## config.mk

```make
export PLATFORM = sky130hd
export DESIGN_NAME = mmu_ctl_regs
export DESIGN_NICKNAME = d
export VERILOG_FILES = /design/src/rtl/mmu_regs_pkg.sv /design/src/rtl/mmu_ctl_fsm.sv /design/src/rtl/mmu_flt_log.sv /design/src/rtl/mmu_pf_win.sv /design/src/rtl/mmu_ctl_regs.sv
export SDC_FILE = /design/constraint.sdc
export NUM_CORES = 1
export LEC_CHECK = 0
export BUFFER_PORTS_ARGS = -buffer_cell sky130_fd_sc_hd__buf_2
export CAP_MARGIN = 0
export CORE_AREA = 5 5 242 244
export CTS_CLUSTER_DIAMETER = 200
export DETAILED_ROUTE_END_ITERATION = 16
export DIE_AREA = 0 0 247 249
export HOLD_SLACK_MARGIN = 0.1
export PLACE_DENSITY_LB_ADDON = 0.05
export SYNTH_ARGS = -nofsm -noshare
export SYNTH_HDL_FRONTEND = slang
export SYNTH_SLANG_ARGS = --single-unit
```

## constraint.sdc

```tcl
create_clock -name clk -period 2.8 [get_ports clk]
set_input_delay 0.14 -clock clk [delete_from_list [all_inputs] [get_ports clk]]
set_output_delay 0.14 -clock clk [all_outputs]
set_load 0.1 [all_outputs]
```

## src/rtl/mmu_regs_pkg.sv

```systemverilog
package mmu_regs_pkg;

  localparam int REG_W = 32;

  // register byte offsets
  localparam int OFF_CTRL    = 'h000;
  localparam int OFF_STATUS  = 'h008;
  localparam int OFF_TBASE   = 'h014;
  localparam int OFF_FSTS    = 'h018;
  localparam int OFF_FCLR    = 'h01C;
  localparam int OFF_A_PAGE  = 'h024;
  localparam int OFF_A_WRITE = 'h028;
  localparam int OFF_A_READ  = 'h02C;
  localparam int OFF_A_BUS   = 'h030;
  localparam int OFF_VER     = 'h034;
  localparam int OFF_WIN0    = 'h04C;
  localparam int WIN_STRIDE  = 8;

  // control codes
  localparam logic [REG_W-1:0] CODE_OFF = 32'h0;
  localparam logic [REG_W-1:0] CODE_ON  = 32'h5;
  localparam logic [REG_W-1:0] CODE_BLK = 32'h7;

  typedef enum logic [1:0] {
    ST_OFF  = 2'd0,
    ST_RUN  = 2'd1,
    ST_REQ  = 2'd2,
    ST_HELD = 2'd3
  } mmu_state_e;

  // address classes for fault capture
  localparam int CLS_PAGE  = 0;
  localparam int CLS_WRITE = 1;
  localparam int CLS_READ  = 2;
  localparam int CLS_BUS   = 3;
  localparam int NUM_CLS   = 4;

  function automatic logic [1:0] cls_of(input int ftype);
    logic [1:0] c;
    case (ftype)
      0:       c = 2'(CLS_PAGE);
      1, 4, 5: c = 2'(CLS_READ);
      2, 6, 7: c = 2'(CLS_WRITE);
      default: c = 2'(CLS_BUS);
    endcase
    return c;
  endfunction

endpackage

```

## src/rtl/mmu_ctl_fsm.sv

```systemverilog
module mmu_ctl_fsm
  import mmu_regs_pkg::*;
(
  input  logic             clk,
  input  logic             rst_n,
  input  logic             ctl_wr,
  input  logic [REG_W-1:0] ctl_code,
  input  logic             xlat_idle,
  input  logic             flt_take,
  output mmu_state_e       state
);

  mmu_state_e state_q, state_d;

  always_comb begin
    state_d = state_q;
    if (flt_take) begin
      state_d = ST_HELD;
    end else if (ctl_wr) begin
      if (ctl_code == CODE_ON) begin
        state_d = ST_RUN;
      end else if (ctl_code == CODE_OFF) begin
        state_d = ST_OFF;
      end else if (ctl_code == CODE_BLK) begin
        if (state_q == ST_RUN) state_d = ST_REQ;
      end
    end else if (state_q == ST_REQ && xlat_idle) begin
      state_d = ST_HELD;
    end
  end

  always_ff @(posedge clk or negedge rst_n) begin
    if (!rst_n) state_q <= ST_OFF;
    else        state_q <= state_d;
  end

  assign state = state_q;

endmodule

```

## src/rtl/mmu_flt_log.sv

```systemverilog
module mmu_flt_log
  import mmu_regs_pkg::*;
#(
  parameter int NUM_FLT = 8,
  localparam int TYPE_W = $clog2(NUM_FLT)
)(
  input  logic               clk,
  input  logic               rst_n,
  input  logic               flt_take,
  input  logic [TYPE_W-1:0]  flt_type,
  input  logic [REG_W-1:0]   flt_addr,
  input  logic               clr_wr,
  input  logic [NUM_FLT-1:0] clr_mask,
  output logic [NUM_FLT-1:0] sts,
  output logic [REG_W-1:0]   cls_addr [NUM_CLS]
);

  logic [1:0] flt_cls;
  assign flt_cls = cls_of(int'(flt_type));

  // one status bit per fault type, set wins over clear
  for (genvar b = 0; b < NUM_FLT; b++) begin : g_sts
    logic set_b, clr_b, q, d;
    assign set_b = flt_take && (int'(flt_type) == b);
    assign clr_b = clr_wr && clr_mask[b];
    always_comb begin
      d = q;
      if (clr_b) d = 1'b0;
      if (set_b) d = 1'b1;
    end
    always_ff @(posedge clk or negedge rst_n) begin
      if (!rst_n) q <= 1'b0;
      else        q <= d;
    end
    assign sts[b] = q;
  end

  // one address register per class
  for (genvar c = 0; c < NUM_CLS; c++) begin : g_addr
    logic             cap;
    logic [REG_W-1:0] q, d;
    assign cap = flt_take && (int'(flt_cls) == c);
    always_comb d = cap ? flt_addr : q;
    always_ff @(posedge clk or negedge rst_n) begin
      if (!rst_n) q <= '0;
      else        q <= d;
    end
    assign cls_addr[c] = q;
  end

endmodule

```

## src/rtl/mmu_pf_win.sv

```systemverilog
module mmu_pf_win
  import mmu_regs_pkg::*;
(
  input  logic             clk,
  input  logic             rst_n,
  input  logic             lo_wr,
  input  logic             hi_wr,
  input  logic [REG_W-1:0] wdata,
  input  logic [REG_W-1:0] probe,
  output logic [REG_W-1:0] lo,
  output logic [REG_W-1:0] hi,
  output logic             hit
);

  logic [REG_W-1:0] lo_q, lo_d, hi_q, hi_d;

  always_comb begin
    lo_d = lo_wr ? wdata : lo_q;
    hi_d = hi_wr ? wdata : hi_q;
  end

  always_ff @(posedge clk or negedge rst_n) begin
    if (!rst_n) begin
      lo_q <= '0;
      hi_q <= '0;
    end else begin
      lo_q <= lo_d;
      hi_q <= hi_d;
    end
  end

  assign lo  = lo_q;
  assign hi  = hi_q;
  assign hit = (probe >= lo_q) && (probe <= hi_q);

endmodule

```

## src/rtl/mmu_ctl_regs.sv

```systemverilog
module mmu_ctl_regs
  import mmu_regs_pkg::*;
#(
  parameter int ADDR_W    = 12,
  parameter int NUM_FLT   = 8,
  parameter int NUM_WIN   = 2,
  parameter int TB_ALIGN  = 14,
  parameter int VER_MAJOR = 3,
  parameter int VER_MINOR = 'h10,
  localparam int TYPE_W   = $clog2(NUM_FLT)
)(
  input  logic               clk,
  input  logic               rst_n,
  input  logic               reg_wr,
  input  logic [ADDR_W-1:0]  reg_addr,
  input  logic [REG_W-1:0]   reg_wdata,
  output logic [REG_W-1:0]   reg_rdata,
  input  logic               xlat_idle,
  input  logic               flt_valid,
  input  logic [TYPE_W-1:0]  flt_type,
  input  logic [REG_W-1:0]   flt_addr,
  input  logic [REG_W-1:0]   xlat_addr,
  output logic               mmu_on,
  output logic               xlat_stall,
  output logic               irq,
  output logic [REG_W-1:0]   tbl_base,
  output logic [NUM_WIN-1:0] pf_hit
);

  localparam logic [REG_W-1:0] VER_WORD =
    {4'(VER_MAJOR), 28'(VER_MINOR)};
  localparam logic [REG_W-1:0] TB_MASK = ~((REG_W'(1) << TB_ALIGN) - 1);

  function automatic logic at(input logic [ADDR_W-1:0] a, input int off);
    return a == ADDR_W'(off);
  endfunction

  // control state
  mmu_state_e       state;
  logic             flt_take;
  logic             ctl_wr;

  assign ctl_wr   = reg_wr && at(reg_addr, OFF_CTRL);
  assign mmu_on   = (state != ST_OFF);
  assign flt_take = flt_valid && mmu_on;

  mmu_ctl_fsm u_fsm (
    .clk       (clk),
    .rst_n     (rst_n),
    .ctl_wr    (ctl_wr),
    .ctl_code  (reg_wdata),
    .xlat_idle (xlat_idle),
    .flt_take  (flt_take),
    .state     (state)
  );

  assign xlat_stall = (state == ST_REQ) || (state == ST_HELD);

  // fault status and addresses
  logic [NUM_FLT-1:0] fsts;
  logic [REG_W-1:0]   faddr [NUM_CLS];
  logic               clr_wr;

  assign clr_wr = reg_wr && at(reg_addr, OFF_FCLR);

  mmu_flt_log #(.NUM_FLT(NUM_FLT)) u_flt (
    .clk      (clk),
    .rst_n    (rst_n),
    .flt_take (flt_take),
    .flt_type (flt_type),
    .flt_addr (flt_addr),
    .clr_wr   (clr_wr),
    .clr_mask (reg_wdata[NUM_FLT-1:0]),
    .sts      (fsts),
    .cls_addr (faddr)
  );

  assign irq = |fsts;

  // table base
  logic [REG_W-1:0] tb_q, tb_d;
  logic             tb_wr;

  assign tb_wr = reg_wr && at(reg_addr, OFF_TBASE);

  always_comb tb_d = tb_wr ? (reg_wdata & TB_MASK) : tb_q;

  always_ff @(posedge clk or negedge rst_n) begin
    if (!rst_n) tb_q <= '0;
    else        tb_q <= tb_d;
  end

  assign tbl_base = tb_q;

  // prefetch windows
  logic [REG_W-1:0] win_lo [NUM_WIN];
  logic [REG_W-1:0] win_hi [NUM_WIN];

  for (genvar w = 0; w < NUM_WIN; w++) begin : g_win
    localparam int LO_OFF = OFF_WIN0 + w * WIN_STRIDE;
    localparam int HI_OFF = LO_OFF + 4;
    mmu_pf_win u_win (
      .clk   (clk),
      .rst_n (rst_n),
      .lo_wr (reg_wr && at(reg_addr, LO_OFF)),
      .hi_wr (reg_wr && at(reg_addr, HI_OFF)),
      .wdata (reg_wdata),
      .probe (xlat_addr),
      .lo    (win_lo[w]),
      .hi    (win_hi[w]),
      .hit   (pf_hit[w])
    );
  end

  // read mux
  logic [REG_W-1:0] ctl_rd;

  always_comb begin
    case (state)
      ST_OFF:  ctl_rd = CODE_OFF;
      ST_RUN:  ctl_rd = CODE_ON;
      default: ctl_rd = CODE_BLK;
    endcase
  end

  always_comb begin
    reg_rdata = '0;
    if (at(reg_addr, OFF_CTRL))    reg_rdata = ctl_rd;
    if (at(reg_addr, OFF_STATUS))  reg_rdata = {{(REG_W-1){1'b0}}, state == ST_HELD};
    if (at(reg_addr, OFF_TBASE))   reg_rdata = tb_q;
    if (at(reg_addr, OFF_FSTS))    reg_rdata = REG_W'(fsts);
    if (at(reg_addr, OFF_A_PAGE))  reg_rdata = faddr[CLS_PAGE];
    if (at(reg_addr, OFF_A_WRITE)) reg_rdata = faddr[CLS_WRITE];
    if (at(reg_addr, OFF_A_READ))  reg_rdata = faddr[CLS_READ];
    if (at(reg_addr, OFF_A_BUS))   reg_rdata = faddr[CLS_BUS];
    if (at(reg_addr, OFF_VER))     reg_rdata = VER_WORD;
    for (int w = 0; w < NUM_WIN; w++) begin
      if (at(reg_addr, OFF_WIN0 + w * WIN_STRIDE))     reg_rdata = win_lo[w];
      if (at(reg_addr, OFF_WIN0 + w * WIN_STRIDE + 4)) reg_rdata = win_hi[w];
    end
  end

endmodule

```

==> metrics.md <==
| Metric | Value |
|---|---|
| Status | finished, violations left |
| Failing checks | setup timing |
| Met1 WL | 30.8 mm |
| Terminus of the critical flop-to-flop path | u_flt.g_addr[3].q[25] |
| Post-layout min period | 3.01 ns |
| Clock root buffer | clkbuf_16 |
| Crit path max-delay family | simple AND/OR/NAND/NOR gates |
| Worst min-delay path class | input pin to asynchronous set/reset pin |
| Die width | 247 microns |
| Max Root-Sink Buffers | 3 |
| # clock sinks | 284 |
| Initial core utilization | 0.297 |
| Synth Flop Type | dfrtp_1 |
| Number of global-route vias before repair | 13,900 |
| Post-DP Area | 19,500 sq um |
| Standard-cell rows | 87 |
| Post-route setup TNS | -0.336 ns |
| Clock Latency Late Sink | 0.56 ns |
| CP Capture Type | primary output |
| Synth Instances | 1,514 |
| Post-synthesis average cell area | 11.0 sq um |
| CP peak stage delay | 0.54 ns |
| R2R Setup Slk | 0.50 ns |
| Global-route wire length before repair | 94.3 mm |
| GRT overflow | 0 |
| Routed wire length | 64.0 mm |
| Worst EP arrival | 2.87 ns |
| Share of layout cells above drive strength 1 | 0.373 |
| Total Power | 10.1 mW |
| Final setup margin | -0.210 ns |
| Iteration-0 DRC Markers | 836 |
| Max Fclk | 332 MHz |
| Clk_skew | 0.0268 ns |
| Post-synth cell types | 82 |
| P&R area growth vs syn | 30.9% |
| Vias per inst | 5.14 |
| Floorplan die height | 249 microns |
| Met2 routed WL | 29.2 mm |
| Drt drc | 0 |
| Met3 wire len | 2.69 mm |
| Max Slew Vio Count | 0 |
| Critical-path cell with the highest stage delay | or4_4 |
| Most frequent cells in the layout | dfrtp_1, mux2_2, buf_2, inv_1, ha_1 |
| I/O pins | 185 |
| RSZ-0062 raised after global routing | yes |
| Final setup fails | 2 |
| Critical Path, Cell by Cell | inv_2 > ha_2 > or4_4 > a21oi_4 > a311oi_2 > o21a_4 > nor4_4 > a2bb2oi_2 > buf_4 > buf_12 |
| Buf/Inv on CP | 3 |
| Endpoints failing hold | 0 |
| Pre-CTS setup slack | -0.0497 ns |
| Mapped cell area | 16,700 sq um |
| Synth async-reset ratio | 1.00 |
| Type of origin of the critical path | register |
| Fin area | 21,800 sq um |
| Nets | 2,067 |
| Critical path required time | 2.66 ns |
| Initial antenna violation count | 6 |
| Pwr dens | 461 nW/um^2 |
| Final RePlAce weighted congestion | 0.856 |
| Pin count of the biggest net entering global routing | 68 |
| Register bit total from synthesis | 284 |
| Leakage | 9.91 nW |
| Antenna viol nets, final | 0 |
| DP Wirelength | 48.3 mm |
| Htree depth | 2 |
| Highest routed layer | met5 |
| Num CTS Buffers | 38 |
| Max-Cap Viols | 0 |
| Maximum VDD drop | 0.339 mV |
| Clk slew on worst S/H paths | 0.06 ns |
| DR vias | 13,400 |
| Worst Reg-to-Reg Cells | 5 |
| CP max FO | 2 |
| Crit share post-route | 1.08 |
| Worst setup path start | g_win[0].u_win.hi[4] |
| TritonCTS clock tree | done |
| Slew of the pin with the lowest slew margin | 1.06 ns |
| Full die area | 61,500 sq um |
| Total GRT Usage | 0.203 |
| Rel. slew slack | 0.292 |
| Seq/Total Area, Yosys | 0.427 |
| Synth warn | 0 |
| IO buf count | 170 |
| Worst r2r src | u_fsm.state[0] |
| Post-synth EDFFs | 0 |
| Core area | 56,100 sq um |
| Drt first pass iters | 5 |
| Crit path kind | register to primary output |
| Most common cell after layout, fill and taps aside | dfrtp_1 |
| Per-cell routed wire length | 24.5 microns |
cells in the mapped netlist, types with 4 or more instances:
cell / n / area, sq um
nor2_4: 4 / 45.0
a221oi_1: 23 / 201
or4b_1: 5 / 50.1
a32oi_1: 6 / 52.6
nand3_1: 33 / 165
o21ai_1: 11 / 55.1
mux2_4: 29 / 435
mux2_1: 7 / 78.8
ha_1: 128 / 1600
a22o_1: 14 / 123
buf_4: 16 / 120
o211ai_1: 14 / 105
mux2_2: 234 / 2640
a21oi_1: 68 / 340
dfrtp_1: 284 / 7110
a31oi_1: 4 / 25.0
nand2_1: 59 / 221
and3_1: 4 / 25.0
o21ai_0: 84 / 420
nor4_1: 17 / 106
a21o_1: 14 / 105
nor3_1: 17 / 85.1
buf_1: 5 / 18.8
o2bb2ai_1: 4 / 35.0
buf_2: 40 / 200
nor3_2: 4 / 40.0
a211oi_1: 11 / 82.6
o31ai_1: 4 / 30.0
nor2_1: 39 / 146
o21a_1: 4 / 30.0
inv_1: 132 / 495
nand4_1: 25 / 156
clkbuf_1: 23 / 86.3
a222oi_1: 12 / 120
buf_6: 6 / 67.6
o22ai_1: 5 / 31.3
nor2_2: 4 / 25.0
a22oi_1: 40 / 300
nor2b_1: 9 / 56.3
o2111ai_1: 5 / 43.8
metrics by stage:
stage                     cells  hold WS, ns   util
after floorplan            1527       -0.156      -
after global placement     2457        0.127  0.348
after detailed placement   2457        0.127  0.348
after CTS                  2606        0.118  0.387
after global routing       2607        0.172  0.389
final                      2608        0.138  0.389
cell families after synthesis:
family,synth area share
AO/OA/AOI/OAI,0.142
XOR/XNOR,0.00105
adder cells (fa/ha/maj),0.0961
buffers and inverters,0.0596
flip-flops,0.427
multiplexers,0.190
other,0.000225
AND/OR/NAND/NOR,0.0849
power breakdown:
| part | switching (mW) | leakage (nW) | internal (mW) |
|---|---|---|---|
| Sequential | 0.00919 | 3.95 | 4.11 |
| Clock | 1.97 | 0.614 | 3.03 |
| Combinational | 0.609 | 5.34 | 0.331 |
| Total | 2.59 | 9.91 | 7.47 |
final cells by class:
cell class                 instances  area (sq um)
fill                            5509         34300
multi-input combinational       1020          9000
sequential                       284          7110
timing repair buffer             346          2970
clock buffer                      56          1110
tap                              756           946
inverter                         133           503
clock inverter                    12           161
antenna                            1          2.50
repair_timing:
item,in CTS,in global routing
gates cloned,0,0
hold buffers,71,0
setup buffers,10,1
endpoints found under the setup margin,3,6
resized for setup,38,15
pin swaps,13,8
hold endpoints to repair,568,0
how the worst max path moves through the flow:
stage | slack [ns] | cells past startpoint | to
6_report | -0.21 | 10 | pf_hit[0]
5_1_grt | -0.34 | 10 | pf_hit[0]
4_1_cts | -0.27 | 10 | pf_hit[0]
3_5_place_dp | -0.05 | 9 | reg_rdata[1]
3_3_place_gp | -0.03 | 9 | reg_rdata[1]
2_1_floorplan | -1.08 | 7 | reg_rdata[2]
layer usage:
metal,up-vias,track usage
li1,6231,-
met1,6819,0.295
met2,279,0.320
met3,79,0.0322
met4,4,0.0467
met5,-,0
sequential cells by signal (all words and copies together) (netlist names):
register        flops
u_flt.g_addr.q    128
g_win.u_win.lo     64
tbl_base           18
u_fsm.state         2
u_flt.g_sts.q       8
g_win.u_win.hi     64
No activity file was read; power rests on OpenSTA's default activity.
